## config.mk

```make
export PLATFORM = sky130hd
export DESIGN_NAME = dbi_codec
export DESIGN_NICKNAME = d
export VERILOG_FILES = /design/src/rtl/dbi_codec_pkg.sv /design/src/rtl/dbi_walk.sv /design/src/rtl/dbi_enc.sv /design/src/rtl/dbi_dec.sv /design/src/rtl/dbi_codec.sv
export SDC_FILE = /design/constraint.sdc
export NUM_CORES = 2
export LEC_CHECK = 0
export BUFFER_PORTS_ARGS = -buffer_cell sky130_fd_sc_hd__buf_2
export CAP_MARGIN = 5
export CELL_PAD_IN_SITES_DETAIL_PLACEMENT = 1
export CELL_PAD_IN_SITES_GLOBAL_PLACEMENT = 1
export CORE_MARGIN = 1.5
export CORE_UTILIZATION = 40
export CTS_BUF_LIST = sky130_fd_sc_hd__clkbuf_4 sky130_fd_sc_hd__clkbuf_8
export DETAILED_ROUTE_END_ITERATION = 7
export PLACE_DENSITY_LB_ADDON = 0.1
export SETUP_SLACK_MARGIN = 0.5
export SYNTH_ARGS = -nofsm -noshare
export SYNTH_HDL_FRONTEND = slang
export SYNTH_HIERARCHICAL = 1
export SYNTH_SLANG_ARGS = --single-unit
```

## constraint.sdc

```tcl
create_clock -name clk -period 9.5 [get_ports clk]
set_input_delay 1.9 -clock clk [delete_from_list [all_inputs] [get_ports clk]]
set_output_delay 1.9 -clock clk [all_outputs]
set_load 0.03 [all_outputs]
```

## src/rtl/dbi_codec_pkg.sv

```systemverilog
package dbi_codec_pkg;

  localparam int MODE_LSB = 3;

  typedef enum logic [1:0] {ST_IDLE, ST_SCAN, ST_SEND} enc_state_e;

  function automatic logic [3:0] ones8(input logic [7:0] b);
    logic [3:0] c;
    c = '0;
    for (int i = 0; i < 8; i++) c = c + {3'b000, b[i]};
    return c;
  endfunction

  // budget: as many flag bytes as fit the free part of the slot
  function automatic logic [1:0] pick_mode(input int unsigned size,
                                           input int unsigned slot,
                                           input int unsigned maxf);
    int unsigned spare;
    if (size <= 1 || size > slot) return 2'd0;
    spare = slot - size;
    return (spare < maxf) ? 2'(spare) : 2'(maxf);
  endfunction

  // smallest stride s with s*8k >= n
  function automatic int unsigned pick_stride(input int unsigned n,
                                              input int unsigned k,
                                              input int unsigned slot);
    int unsigned st;
    st = 0;
    if (k == 0) return 1;
    for (int unsigned s = 1; s <= slot; s++)
      if (st == 0 && s * 8 * k >= n) st = s;
    return (st == 0) ? 1 : st;
  endfunction

endpackage

```

## src/rtl/dbi_walk.sv

```systemverilog
module dbi_walk #(
  parameter int STW    = 7,
  parameter int FW     = 5,
  parameter int NFLAGS = 24
) (
  input  logic           clk,
  input  logic           rst_n,
  input  logic           clr,
  input  logic           adv,
  input  logic [STW-1:0] stride,
  output logic           covered,
  output logic [FW-1:0]  fidx
);

  logic [STW-1:0] ph_q, ph_n;
  logic [FW-1:0]  fi_q, fi_n;

  always_comb begin
    ph_n = ph_q;
    fi_n = fi_q;
    if (clr) begin
      ph_n = '0;
      fi_n = '0;
    end else if (adv) begin
      if (ph_q == '0) fi_n = fi_q + FW'(1);
      ph_n = (ph_q == stride - STW'(1)) ? '0 : ph_q + STW'(1);
    end
  end

  always_ff @(posedge clk or negedge rst_n) begin
    if (!rst_n) begin
      ph_q <= '0;
      fi_q <= '0;
    end else begin
      ph_q <= ph_n;
      fi_q <= fi_n;
    end
  end

  assign covered = (ph_q == '0);
  assign fidx    = fi_q;

  AST_FLAG_INDEX: assert property (@(posedge clk) disable iff (!rst_n)
    (adv && !clr && covered) |-> (fi_q < FW'(NFLAGS)));

endmodule

```

## src/rtl/dbi_enc.sv

```systemverilog
module dbi_enc
  import dbi_codec_pkg::*;
#(
  parameter int SLOT_BYTES     = 64,
  parameter int MAX_FLAG_BYTES = 3
) (
  input  logic                          clk,
  input  logic                          rst_n,
  input  logic                          start,
  input  logic [7:0]                    hdr,
  input  logic [$clog2(SLOT_BYTES+1)-1:0] size,
  input  logic [(SLOT_BYTES-1)*8-1:0]   payload,
  output logic                          busy,
  output logic                          out_valid,
  output logic                          out_first,
  output logic                          out_last,
  output logic [7:0]                    out_byte
);

  localparam int PAY_BYTES = SLOT_BYTES - 1;
  localparam int PW        = PAY_BYTES * 8;
  localparam int NFL       = 8 * MAX_FLAG_BYTES;
  localparam int FW        = $clog2(NFL + 1);
  localparam int PSW       = $clog2(SLOT_BYTES + MAX_FLAG_BYTES + 1);

  enc_state_e     st_q, st_n;
  logic [7:0]     hdr_q, hdr_n, prev_q, prev_n;
  logic [1:0]     mode_q, mode_n, mode_in;
  logic [PSW-1:0] n_q, n_n, n_in, cnt_q, cnt_n, stride_q, stride_n;
  logic [PW-1:0]  pay_q, pay_n;
  logic [NFL-1:0] flags_q, flags_n;

  logic [PSW-1:0] mode_ext, total, pidx, psel;
  logic [7:0]     cur, enc_b, flag_b, hdr_tx;
  logic           w_cov, w_clr, w_adv, cov, inv_scan, inv_send, in_pay, last_scan;
  logic [FW-1:0]  w_fidx;

  assign mode_ext  = PSW'(mode_q);
  assign total     = PSW'(1) + mode_ext + n_q;
  assign in_pay    = (st_q == ST_SEND) && (cnt_q > mode_ext);
  assign last_scan = (st_q == ST_SCAN) && (cnt_q == n_q - PSW'(1));
  assign pidx      = (st_q == ST_SCAN) ? cnt_q : cnt_q - PSW'(1) - mode_ext;
  assign psel      = (pidx < PSW'(PAY_BYTES)) ? pidx : '0;
  assign cur       = pay_q[32'(psel)*8 +: 8];
  assign cov       = w_cov && (mode_q != 2'd0);
  assign inv_scan  = cov && (ones8(cur ^ prev_q) > 4'd4);
  assign enc_b     = cur ^ {8{inv_scan}};
  assign inv_send  = cov && flags_q[w_fidx];
  assign hdr_tx    = {hdr_q[7:MODE_LSB+2], mode_q, hdr_q[MODE_LSB-1:0]};

  assign n_in    = (size == '0) ? '0 : PSW'(size) - PSW'(1);
  assign mode_in = pick_mode(32'(size), SLOT_BYTES, MAX_FLAG_BYTES);

  assign w_clr = ((st_q == ST_IDLE) && start) || last_scan;
  assign w_adv = (mode_q != 2'd0) && ((st_q == ST_SCAN) || in_pay);

  dbi_walk #(.STW(PSW), .FW(FW), .NFLAGS(NFL)) u_walk (
    .clk(clk), .rst_n(rst_n), .clr(w_clr), .adv(w_adv),
    .stride(stride_q), .covered(w_cov), .fidx(w_fidx)
  );

  always_comb begin
    flag_b = '0;
    for (int j = 0; j < MAX_FLAG_BYTES; j++)
      if (cnt_q == PSW'(j + 1)) flag_b = flags_q[j*8 +: 8];
  end

  always_comb begin
    st_n = st_q; hdr_n = hdr_q; prev_n = prev_q; mode_n = mode_q;
    n_n = n_q; cnt_n = cnt_q; stride_n = stride_q; pay_n = pay_q;
    flags_n = flags_q;
    unique case (st_q)
      ST_IDLE: if (start) begin
        hdr_n    = hdr;
        mode_n   = mode_in;
        n_n      = n_in;
        pay_n    = payload;
        stride_n = PSW'(pick_stride(32'(n_in), 32'(mode_in), SLOT_BYTES));
        flags_n  = '0;
        cnt_n    = '0;
        prev_n   = {hdr[7:MODE_LSB+2], mode_in, hdr[MODE_LSB-1:0]};
        st_n     = (n_in == '0) ? ST_SEND : ST_SCAN;
      end
      ST_SCAN: begin
        prev_n = enc_b;
        if (inv_scan) flags_n[w_fidx] = 1'b1;
        cnt_n = cnt_q + PSW'(1);
        if (last_scan) begin
          cnt_n = '0;
          st_n  = ST_SEND;
        end
      end
      ST_SEND: begin
        cnt_n = cnt_q + PSW'(1);
        if (cnt_q == total - PSW'(1)) st_n = ST_IDLE;
      end
      default: st_n = ST_IDLE;
    endcase
  end

  always_ff @(posedge clk or negedge rst_n) begin
    if (!rst_n) begin
      st_q <= ST_IDLE; hdr_q <= '0; prev_q <= '0; mode_q <= '0;
      n_q <= '0; cnt_q <= '0; stride_q <= '0; pay_q <= '0; flags_q <= '0;
    end else begin
      st_q <= st_n; hdr_q <= hdr_n; prev_q <= prev_n; mode_q <= mode_n;
      n_q <= n_n; cnt_q <= cnt_n; stride_q <= stride_n; pay_q <= pay_n;
      flags_q <= flags_n;
    end
  end

  assign busy      = (st_q != ST_IDLE);
  assign out_valid = (st_q == ST_SEND);
  assign out_first = out_valid && (cnt_q == '0);
  assign out_last  = out_valid && (cnt_q == total - PSW'(1));
  assign out_byte  = (cnt_q == '0) ? hdr_tx :
                     (cnt_q <= mode_ext) ? flag_b : (cur ^ {8{inv_send}});

  AST_MODE_FITS: assert property (@(posedge clk) disable iff (!rst_n)
    (out_valid && out_first) |->
      (PSW'(out_byte[MODE_LSB+1:MODE_LSB]) + n_q + PSW'(1) <= PSW'(SLOT_BYTES)));
  AST_FRAME_ENDS: assert property (@(posedge clk) disable iff (!rst_n)
    out_last |=> !out_valid);
  AST_FRAME_GAPLESS: assert property (@(posedge clk) disable iff (!rst_n)
    (out_valid && !out_last) |=> out_valid);
  AST_TOGGLE_BOUND: assert property (@(posedge clk) disable iff (!rst_n)
    ((st_q == ST_SCAN) && cov) |-> (ones8(enc_b ^ prev_q) <= 4'd4));
  AST_START_IGNORED: assert property (@(posedge clk) disable iff (!rst_n)
    (busy && start) |=> $stable(n_q));

endmodule

```

## src/rtl/dbi_dec.sv

```systemverilog
module dbi_dec
  import dbi_codec_pkg::*;
#(
  parameter int SLOT_BYTES     = 64,
  parameter int MAX_FLAG_BYTES = 3
) (
  input  logic                            clk,
  input  logic                            rst_n,
  input  logic                            in_valid,
  input  logic                            in_first,
  input  logic [7:0]                      in_byte,
  input  logic [$clog2(SLOT_BYTES+1)-1:0] size,
  output logic                            out_valid,
  output logic                            out_first,
  output logic                            out_last,
  output logic [7:0]                      out_byte
);

  localparam int NFL = 8 * MAX_FLAG_BYTES;
  localparam int FW  = $clog2(NFL + 1);
  localparam int PSW = $clog2(SLOT_BYTES + MAX_FLAG_BYTES + 1);

  logic           act_q, act_n, ov_q, ov_n, of_q, of_n, ol_q, ol_n;
  logic [7:0]     ob_q, ob_n;
  logic [1:0]     mode_q, mode_n, mode_in;
  logic [PSW-1:0] n_q, n_n, n_in, cnt_q, cnt_n, stride_q, stride_n, mode_ext, total;
  logic [NFL-1:0] flags_q, flags_n;
  logic           w_cov, w_clr, w_adv, take, in_pay, inv;
  logic [FW-1:0]  w_fidx;

  assign mode_in  = in_byte[MODE_LSB+1:MODE_LSB];
  assign n_in     = (size == '0) ? '0 : PSW'(size) - PSW'(1);
  assign mode_ext = PSW'(mode_q);
  assign total    = PSW'(1) + mode_ext + n_q;
  assign take     = in_valid && !in_first && act_q;
  assign in_pay   = take && (cnt_q > mode_ext);
  assign inv      = w_cov && (mode_q != 2'd0) && flags_q[w_fidx];
  assign w_clr    = in_valid && in_first;
  assign w_adv    = in_pay && (mode_q != 2'd0);

  dbi_walk #(.STW(PSW), .FW(FW), .NFLAGS(NFL)) u_walk (
    .clk(clk), .rst_n(rst_n), .clr(w_clr), .adv(w_adv),
    .stride(stride_q), .covered(w_cov), .fidx(w_fidx)
  );

  always_comb begin
    act_n = act_q; mode_n = mode_q; n_n = n_q; cnt_n = cnt_q;
    stride_n = stride_q; flags_n = flags_q;
    ov_n = 1'b0; of_n = 1'b0; ol_n = 1'b0; ob_n = ob_q;
    if (in_valid && in_first) begin
      mode_n   = mode_in;
      n_n      = n_in;
      stride_n = PSW'(pick_stride(32'(n_in), 32'(mode_in), SLOT_BYTES));
      flags_n  = '0;
      cnt_n    = PSW'(1);
      act_n    = (n_in != '0) || (mode_in != 2'd0);
      ov_n     = 1'b1;
      of_n     = 1'b1;
      ol_n     = (n_in == '0);
      ob_n     = in_byte;
    end else if (take) begin
      cnt_n = cnt_q + PSW'(1);
      if (cnt_q == total - PSW'(1)) act_n = 1'b0;
      if (in_pay) begin
        ov_n = 1'b1;
        ol_n = (cnt_q == total - PSW'(1));
        ob_n = in_byte ^ {8{inv}};
      end else begin
        for (int j = 0; j < MAX_FLAG_BYTES; j++)
          if (cnt_q == PSW'(j + 1)) flags_n[j*8 +: 8] = in_byte;
      end
    end
  end

  always_ff @(posedge clk or negedge rst_n) begin
    if (!rst_n) begin
      act_q <= 1'b0; mode_q <= '0; n_q <= '0; cnt_q <= '0; stride_q <= '0;
      flags_q <= '0; ov_q <= 1'b0; of_q <= 1'b0; ol_q <= 1'b0; ob_q <= '0;
    end else begin
      act_q <= act_n; mode_q <= mode_n; n_q <= n_n; cnt_q <= cnt_n;
      stride_q <= stride_n; flags_q <= flags_n;
      ov_q <= ov_n; of_q <= of_n; ol_q <= ol_n; ob_q <= ob_n;
    end
  end

  assign out_valid = ov_q;
  assign out_first = of_q;
  assign out_last  = ol_q;
  assign out_byte  = ob_q;

  AST_DEC_FOLLOWS: assert property (@(posedge clk) disable iff (!rst_n)
    ov_q |-> $past(in_valid));
  AST_FLAG_SILENT: assert property (@(posedge clk) disable iff (!rst_n)
    (take && !in_pay) |=> !ov_q);

endmodule

```

## src/rtl/dbi_codec.sv

```systemverilog
module dbi_codec #(
  parameter int SLOT_BYTES     = 64,
  parameter int MAX_FLAG_BYTES = 3
) (
  input  logic                            clk,
  input  logic                            rst_n,
  input  logic                            tx_start,
  input  logic [7:0]                      tx_hdr,
  input  logic [$clog2(SLOT_BYTES+1)-1:0] tx_size,
  input  logic [(SLOT_BYTES-1)*8-1:0]     tx_payload,
  output logic                            tx_busy,
  output logic                            tx_valid,
  output logic                            tx_first,
  output logic                            tx_last,
  output logic [7:0]                      tx_byte,
  input  logic                            rx_valid,
  input  logic                            rx_first,
  input  logic [$clog2(SLOT_BYTES+1)-1:0] rx_size,
  input  logic [7:0]                      rx_byte,
  output logic                            rx_out_valid,
  output logic                            rx_out_first,
  output logic                            rx_out_last,
  output logic [7:0]                      rx_out_byte
);

  dbi_enc #(.SLOT_BYTES(SLOT_BYTES), .MAX_FLAG_BYTES(MAX_FLAG_BYTES)) u_enc (
    .clk(clk), .rst_n(rst_n), .start(tx_start), .hdr(tx_hdr), .size(tx_size),
    .payload(tx_payload), .busy(tx_busy), .out_valid(tx_valid),
    .out_first(tx_first), .out_last(tx_last), .out_byte(tx_byte)
  );

  dbi_dec #(.SLOT_BYTES(SLOT_BYTES), .MAX_FLAG_BYTES(MAX_FLAG_BYTES)) u_dec (
    .clk(clk), .rst_n(rst_n), .in_valid(rx_valid), .in_first(rx_first),
    .in_byte(rx_byte), .size(rx_size), .out_valid(rx_out_valid),
    .out_first(rx_out_first), .out_last(rx_out_last), .out_byte(rx_out_byte)
  );

endmodule

```

# After elaboration in Yosys (flattened, before gate mapping)
# Cells that the tools add are included.
dict set report word_totals {
  wordCells 1168
  out_inout_bits 23
  register_bits 652
}
dict set report op_classes {
  shift 1
  n_bitwise 5
  addsub 27
  reduce_logical 315
  n_eq_ne 18
  order_cmp 139
  multipliers 114
  muxes 524
}
# op count
set op_table {}
lappend op_table {{32-bit two-way mux} 446}
lappend op_table {{32-bit zero test} 128}
lappend op_table {{11-bit by 7-bit >= comparator with 1-bit output} 64}
lappend op_table {{504-bit by 11-bit indexed part select with 8-bit output} 1}
lappend op_table {{10-bit by 7-bit >= comparator with 1-bit output} 32}
lappend op_table {{6-bit by 2-bit multiplier with 8-bit output, first input constant} 32}
lappend op_table {{5-bit by 2-bit multiplier with 7-bit output, first input constant} 32}
lappend op_table {{9-bit by 7-bit >= comparator with 1-bit output} 16}
lappend op_table {{4-bit by 2-bit multiplier with 6-bit output, first input constant} 24}
lappend op_table {{1-bit logical AND} 143}
lappend op_table {{7-bit two-way mux} 18}
lappend op_table {{24-bit two-way mux} 5}
lappend op_table {{8-bit two-way mux} 12}
lappend op_table {{3-bit by 2-bit multiplier with 5-bit output, first input constant} 16}
lappend op_table {{8-bit by 7-bit >= comparator with 1-bit output} 8}
lappend op_table {{7-bit by 1-bit subtractor with 7-bit output, second input constant} 8}
lappend op_table {{7-bit zero test} 7}
lappend op_table {{24-bit case mux with 2 select lines} 1}
lappend op_table {{2-bit by 2-bit multiplier with 4-bit output, first input constant} 10}
lappend op_table {{7-bit equality test} 5}
lappend op_table {{32-bit by 2-bit less-than comparator with 1-bit output, second input constant} 1}
lappend op_table {{8-bit XOR} 4}
lappend op_table {{5-bit two-way mux} 6}
lappend op_table {{2-bit nonzero test} 15}
lappend op_table {{other kinds (40)} 109}

# Longest topological paths before layout
dict set report logic_depth {
  word_depth 392
  ltp_mapped 30
}

# Hierarchy
# Netlist, hierarchy kept.
# mod area_each_um2 seq_area_each_um2 cells_each instances
set by_module_without_submodules {}
lappend by_module_without_submodules {dbi_enc 28944.0 14188.6 3600 1}
lappend by_module_without_submodules {dbi_dec 4216.5 1476.4 430 1}
lappend by_module_without_submodules {dbi_walk 914.6 300.3 96 2}

# Worst setup path before layout
# Ideal clock, no wire load.
dict set report synth_timing {
  kind {reg-to-reg}
  start {reg u_enc.mode_q[1]}
  end {reg u_enc.flags_q[11]}
  t_required_ps 9427
  stages_incl_launch_ff 26
  t_arrival_ps 6908
  setup_time_ps 73
  slack_ps 2519
  n_path_buf 1
  path_cell_list {dfrtp_1 > inv_1 > ha_1 > a2111o_1 > and3_1 > o2111a_2 > buf_4 > a211oi_1 > nor2_1 > a32o_1 > nor4_1 > nor4_4 > xnor2_1 > fa_1 > fa_1 > fa_1 > ha_1 > inv_1 > fa_1 > xnor2_1 > o21ai_0 > a21o_1 > a21o_1 > nor4b_1 > a31oi_1 > nor2_1}
}
dict set report synth_via {
  elab_chain_cells 17
  word_cells_on_any_way 19
  classes_between {8 x add/sub; 2 x order compare; 1 x eq/ne; 1 x shift; 2 x mux; 1 x bitwise; 4 x reduce/logical}
}
# item line
set synth_lines {}
lappend synth_lines {{start, declared} dbi_enc.sv:28} ;# logic [1:0] mode_q, mode_n, mode_in;
lappend synth_lines {{start signal, assigned} dbi_enc.sv:106} ;# st_q <= st_n; hdr_q <= hdr_n; prev_q <= prev_n; mode_q <= mode_n;
lappend synth_lines {{7-bit by 2-bit subtractor with 7-bit output} dbi_enc.sv:42} ;# assign pidx = (st_q == ST_SCAN) ? cnt_q : cnt_q - PSW'(1) - mode_ext;
lappend synth_lines {{7-bit two-way mux} dbi_enc.sv:42}
lappend synth_lines {{7-bit by 6-bit less-than comparator with 1-bit output} dbi_enc.sv:43} ;# assign psel = (pidx < PSW'(PAY_BYTES)) ? pidx : '0;
lappend synth_lines {{7-bit two-way mux} dbi_enc.sv:43}
lappend synth_lines {{504-bit by 11-bit indexed part select with 8-bit output} dbi_enc.sv:44} ;# assign cur = pay_q[32'(psel)*8 +: 8];
lappend synth_lines {{8-bit XOR} dbi_enc.sv:46} ;# assign inv_scan = cov && (ones8(cur ^ prev_q) > 4'd4);
lappend synth_lines {{1-bit by 1-bit adder with 2-bit output} dbi_codec_pkg.sv:10} ;# for (int i = 0; i < 8; i++) c = c + {3'b000, b[i]};
lappend synth_lines {{4-bit by 1-bit adder with 4-bit output (6 in series)} dbi_codec_pkg.sv:10}
lappend synth_lines {{4-bit by 3-bit greater-than comparator with 1-bit output} dbi_enc.sv:46}
lappend synth_lines {{1-bit logical AND *} dbi_enc.sv:46}
lappend synth_lines {{2-bit by 1-bit != test with 1-bit output (no line) *} --}
lappend synth_lines {{3-bit AND reduction (no line) *} --}
lappend synth_lines {{end signal, assigned} dbi_enc.sv:108} ;# flags_q <= flags_n;
lappend synth_lines {{end, declared} dbi_enc.sv:31} ;# logic [NFL-1:0] flags_q, flags_n;
# Mark *: on every way between the ends. The rest lies on a longest branch, timed or not.
# A chain may end at the register's enable or synchronous reset.

# Final worst setup path
dict set report layout_timing {
  start {reg u_enc.cnt_q[1]}
  end {reg u_enc.flags_q[21]}
}
dict set report layout_via {
  elab_chain_cells 18
}
# item line
set layout_lines {}
lappend layout_lines {{start, declared} dbi_enc.sv:29} ;# logic [PSW-1:0] n_q, n_n, n_in, cnt_q, cnt_n, stride_q, stride_n;
lappend layout_lines {{start signal, assigned} dbi_enc.sv:107} ;# n_q <= n_n; cnt_q <= cnt_n; stride_q <= stride_n; pay_q <= pay_n;
lappend layout_lines {{7-bit by 1-bit subtractor with 7-bit output} dbi_enc.sv:42}
lappend layout_lines {{7-bit by 2-bit subtractor with 7-bit output} dbi_enc.sv:42}
lappend layout_lines {{7-bit two-way mux *} dbi_enc.sv:42}
lappend layout_lines {{7-bit by 6-bit less-than comparator with 1-bit output} dbi_enc.sv:43}
lappend layout_lines {{7-bit two-way mux *} dbi_enc.sv:43}
lappend layout_lines {{504-bit by 11-bit indexed part select with 8-bit output *} dbi_enc.sv:44}
lappend layout_lines {{8-bit XOR *} dbi_enc.sv:46}
lappend layout_lines {{1-bit by 1-bit adder with 2-bit output} dbi_codec_pkg.sv:10}
lappend layout_lines {{4-bit by 1-bit adder with 4-bit output (5 in series)} dbi_codec_pkg.sv:10}
lappend layout_lines {{4-bit by 1-bit adder with 4-bit output *} dbi_codec_pkg.sv:10}
lappend layout_lines {{4-bit by 3-bit greater-than comparator with 1-bit output *} dbi_enc.sv:46}
lappend layout_lines {{1-bit logical AND *} dbi_enc.sv:46}
lappend layout_lines {{2-bit by 1-bit != test with 1-bit output (no line) *} --}
lappend layout_lines {{3-bit AND reduction (no line) *} --}
# Marks and branches as above.

==> qor.yml <==
run_status:
  status: "completed"
critical_path:
  worstPathRequired_ns: 10.18
  crit_type: "reg2reg"
  arrival_ns: 9.36
  reg2reg_from: "u_enc/cnt_q[1]"
  reg2regPathDepth: 24
  cp_max_fo: 13
  cp-end-kind: "register"
  worstReg2RegEnd: "u_enc/flags_q[21]"
  r2r_slack_ns: 0.82
  start_kind: "register"
floorplanning:
  dieArea_um2: 89300
  rows: 108
  start_util_pct: 40.3
  core_area_um2: 86800
  die_h_um: 299
  io_pins: 562
  die_w_um: 299
synthesis:
  avgSynthCellArea_um2: 8.29
  ys_seq_area_share_pct: 46.5
  synth_seq_cells: 650
  syn_area_um2: 35000
  synth_edf_count: 0
  synth_largest_area_cell: "dfrtp_1"
  synth_top_area_share_pct: 46.5
  syn_inst: 4222
  synth_ff_type: "dfrtp_1"
  synth_cell_types: 109
  ys_async_sr_fraction_pct: 100
  ys_top_cells_by_area: "dfrtp_1 (46%), nand2_1 (20%), ha_1 (2.9%), o21ai_0 (2.2%), clkbuf_1 (2.1%)"
  syn_nets: 4850
  ys_warn_count: 6
pwr:
  vdd_drop_max_uv: 465
  finalPower_mw: 16.1
  p_leak_nw: 20.9
  p_per_area_nw_per_um2: 387
sta:
  report.final.slew_viol_count: 0
  fin_skew_ns: 0.0457
  timing.slew.headroom_pct: 15.7
  setup_viol: 0
  timing.hold.ws_ns: 0.469
  finalSetupTns_ns: 0
  finalWorstSetupSlack_ns: 0.819
  period_needed_ns: 8.68
  worstMarginPinSlew_ns: 1.25
  post-route-period-util_pct: 91.4
  fmax_ghz: 0.115
  hold_violations: 0
  grt_setup_unrepaired: "false"
placement:
  placedCellCount: 5751
  place_congestion: 0.867
  dp_slack_ns: 0.769
  hpwlAfterDp_um: 98800
  postPlaceCellArea_um2: 38900
  port-buffer-count: 559
cts:
  tritoncts: "yes"
  clock_latency_ns: 0.77
  clkSinkCount: 650
  cts_buffers: 118
  clock_path_buffers: 3
  clkTransAtPathRegs_ns: 0.07
  cts-root-buf: "clkbuf_8"
  post_cts.repair.setup_buffers: 0
  htree_levels: 3
worst_hold_path:
  min_to: "u_enc/pay_q[10]"
  hold_class: "reg2reg"
  hold_start: "u_enc/pay_q[10]"
  holdPathStages: 2
final_layout:
  nets: 5344
  design_area_um2: 41500
  final_cell_count_no_fill: 5964
  synthToLayoutAreaGrowth_pct: 18.5
  final_core_util_pct: 47.8
  fillerInstances: 10500
  drive_gt1_share_pct: 20.2
job:
  maxCapViolCount: 0
route:
  route.top_layer_used: "met5"
  routed-wl-met2_um: 61200
  dr.pass1.iters: 7
  met3WireLength_um: 7030
  detail-route-antenna-nets: 0
  drtIter0Drc: 2500
  wl_per_cell_um: 22.6
  vias: 32700
  wl_met1_um: 61000
  drt-total-wl_um: 135000
  drc: 0
  vias_per_cell: 5.48
global_routing:
  grt_remaining_overflow: 0
  grt_pass1_vias: 33500
  grt_max_degree: 178
  antenna_found_initial: 40
  track_usage_pct: 29.8
  grt_pass1_wl_um: 204000
-- cell families (layout without fill, tap and decap cells) --
group	count (synthesis)	after routing	synth area share, %
AO/OA/AOI/OAI	632	632	12.4
XOR/XNOR	92	92	2.32
adder cells (fa/ha/maj)	89	89	3.33
buffers and inverters	307	878	3.50
flip-flops	650	650	46.5
multiplexers	101	101	3.71
other	0	16	0
AND/OR/NAND/NOR	2351	2351	28.2
-- cell usage in the layout (no fill, tap or decap), types with 35 or more instances in the layout --
cell,Yosys,final
nand2_1,1822,1820
dfrtp_1,650,650
buf_2,18,558
o21ai_0,154,153
clkbuf_8,0,150
nor2_1,147,146
a21oi_1,128,126
nand3_1,97,96
ha_1,82,82
inv_1,61,60
nor3_1,57,55
buf_4,2,52
xnor2_1,54,52
a31oi_1,51,51
mux2i_1,51,50
xor2_1,37,35
-- sequential cells by signal, summed over array words and instances (netlist names), 5 cells and up --
name	cells
u_enc/flags_q	24
u_enc/u_walk/ph_q	7
u_dec/flags_q	24
u_enc/cnt_q	7
u_enc/u_walk/fidx	5
u_dec/stride_q	7
u_enc/hdr_q	6
u_dec/n_q	7
u_dec/out_byte	8
u_enc/pay_q	504
u_dec/u_walk/fidx	5
u_dec/cnt_q	7
u_enc/prev_q	8
u_enc/stride_q	7
u_dec/u_walk/ph_q	7
u_enc/n_q	7
-- critical path, cell delays in order, from the launching register on --
cell and delay (ns):
dfrtp_1 0.65, ha_1 0.36, a2111o_1 0.57, nor3_1 0.44
o2111a_2 0.53, buf_4 0.32, nor3_4 0.16, buf_4 0.27
a32o_1 0.24, o31ai_1 0.82, nor4_4 0.12, xnor2_1 0.27
fa_1 0.49, fa_1 0.52, fa_1 0.56, ha_1 0.17
inv_1 0.06, fa_1 0.38, xnor2_1 0.14, o21ai_0 0.11
a21o_1 0.22, a21o_1 0.26, nor3_1 0.64, a21oi_1 0.16
nor2_1 0.12
-- power by group --
group | internal (mW) | switching (mW)
Combinational | 2.93 | 5.62
Clock | 1.58 | 1.22
Sequential | 3.92 | 0.782
Total | 8.42 | 7.63
-- repair_timing --
action | 4_1_cts | 5_1_grt
gates resized for setup | 0 | 8
hold endpoints to repair | 0 | 0
setup endpoints to repair | 0 | 32
hold buffers | 0 | 0
-- cell usage after synthesis, drive strengths merged, types with 15 or more instances --
cell	instances
nand4	33
nand3	98
ha	82
o21ai	160
xnor2	54
xor2	38
a31oi	53
inv	63
nor3	64
dfrtp	650
and2	26
o31ai	19
a22oi	15
a32o	18
a21o	20
nor2	150
mux2i	51
a221oi	16
a21oi	128
nand2	1823
buf	43
clkbuf	201
and3	23
or3	20
o221ai	18
mux2	30
mux4	20
a31o	20
o22ai	22
nor4	30
a211oi	30
-- cell type report --
| type | count | area [um2] | share of cell area [%] |
|---|---|---|---|
| Clock inverter | 14 | 130 | 0.314 |
| Clock buffer | 183 | 2310 | 5.58 |
| Multi-Input combinational cell | 3265 | 17700 | 42.7 |
| Inverter | 63 | 240 | 0.579 |
| Antenna cell | 16 | 40.0 | 0.0966 |
| Tap cell | 1155 | 1450 | 3.48 |
| Sequential cell | 650 | 16300 | 39.2 |
| Timing Repair Buffer | 618 | 3340 | 8.05 |
-- how the worst max path moves through the flow --
stage,startpoint,end,cells past startpoint
finish,u_enc/cnt_q[1],u_enc/flags_q[21],24
global route,u_enc/cnt_q[0],u_enc/flags_q[13],27
CTS,u_enc/cnt_q[1],u_enc/flags_q[11],23
detailed placement,u_enc/cnt_q[1],u_enc/flags_q[10],23
global placement,u_enc/cnt_q[1],u_enc/flags_q[11],23
floorplan,u_enc/mode_q[1],u_enc/flags_q[11],25
-- per-layer routing --
layer,track usage (%),vias to the layer above
met5,0,-
li1,-,15200
met4,11.4,8
met3,4.33,254
met2,46.5,950
met1,42.0,16300
Note: power is estimated with default switching activity, not from simulation.
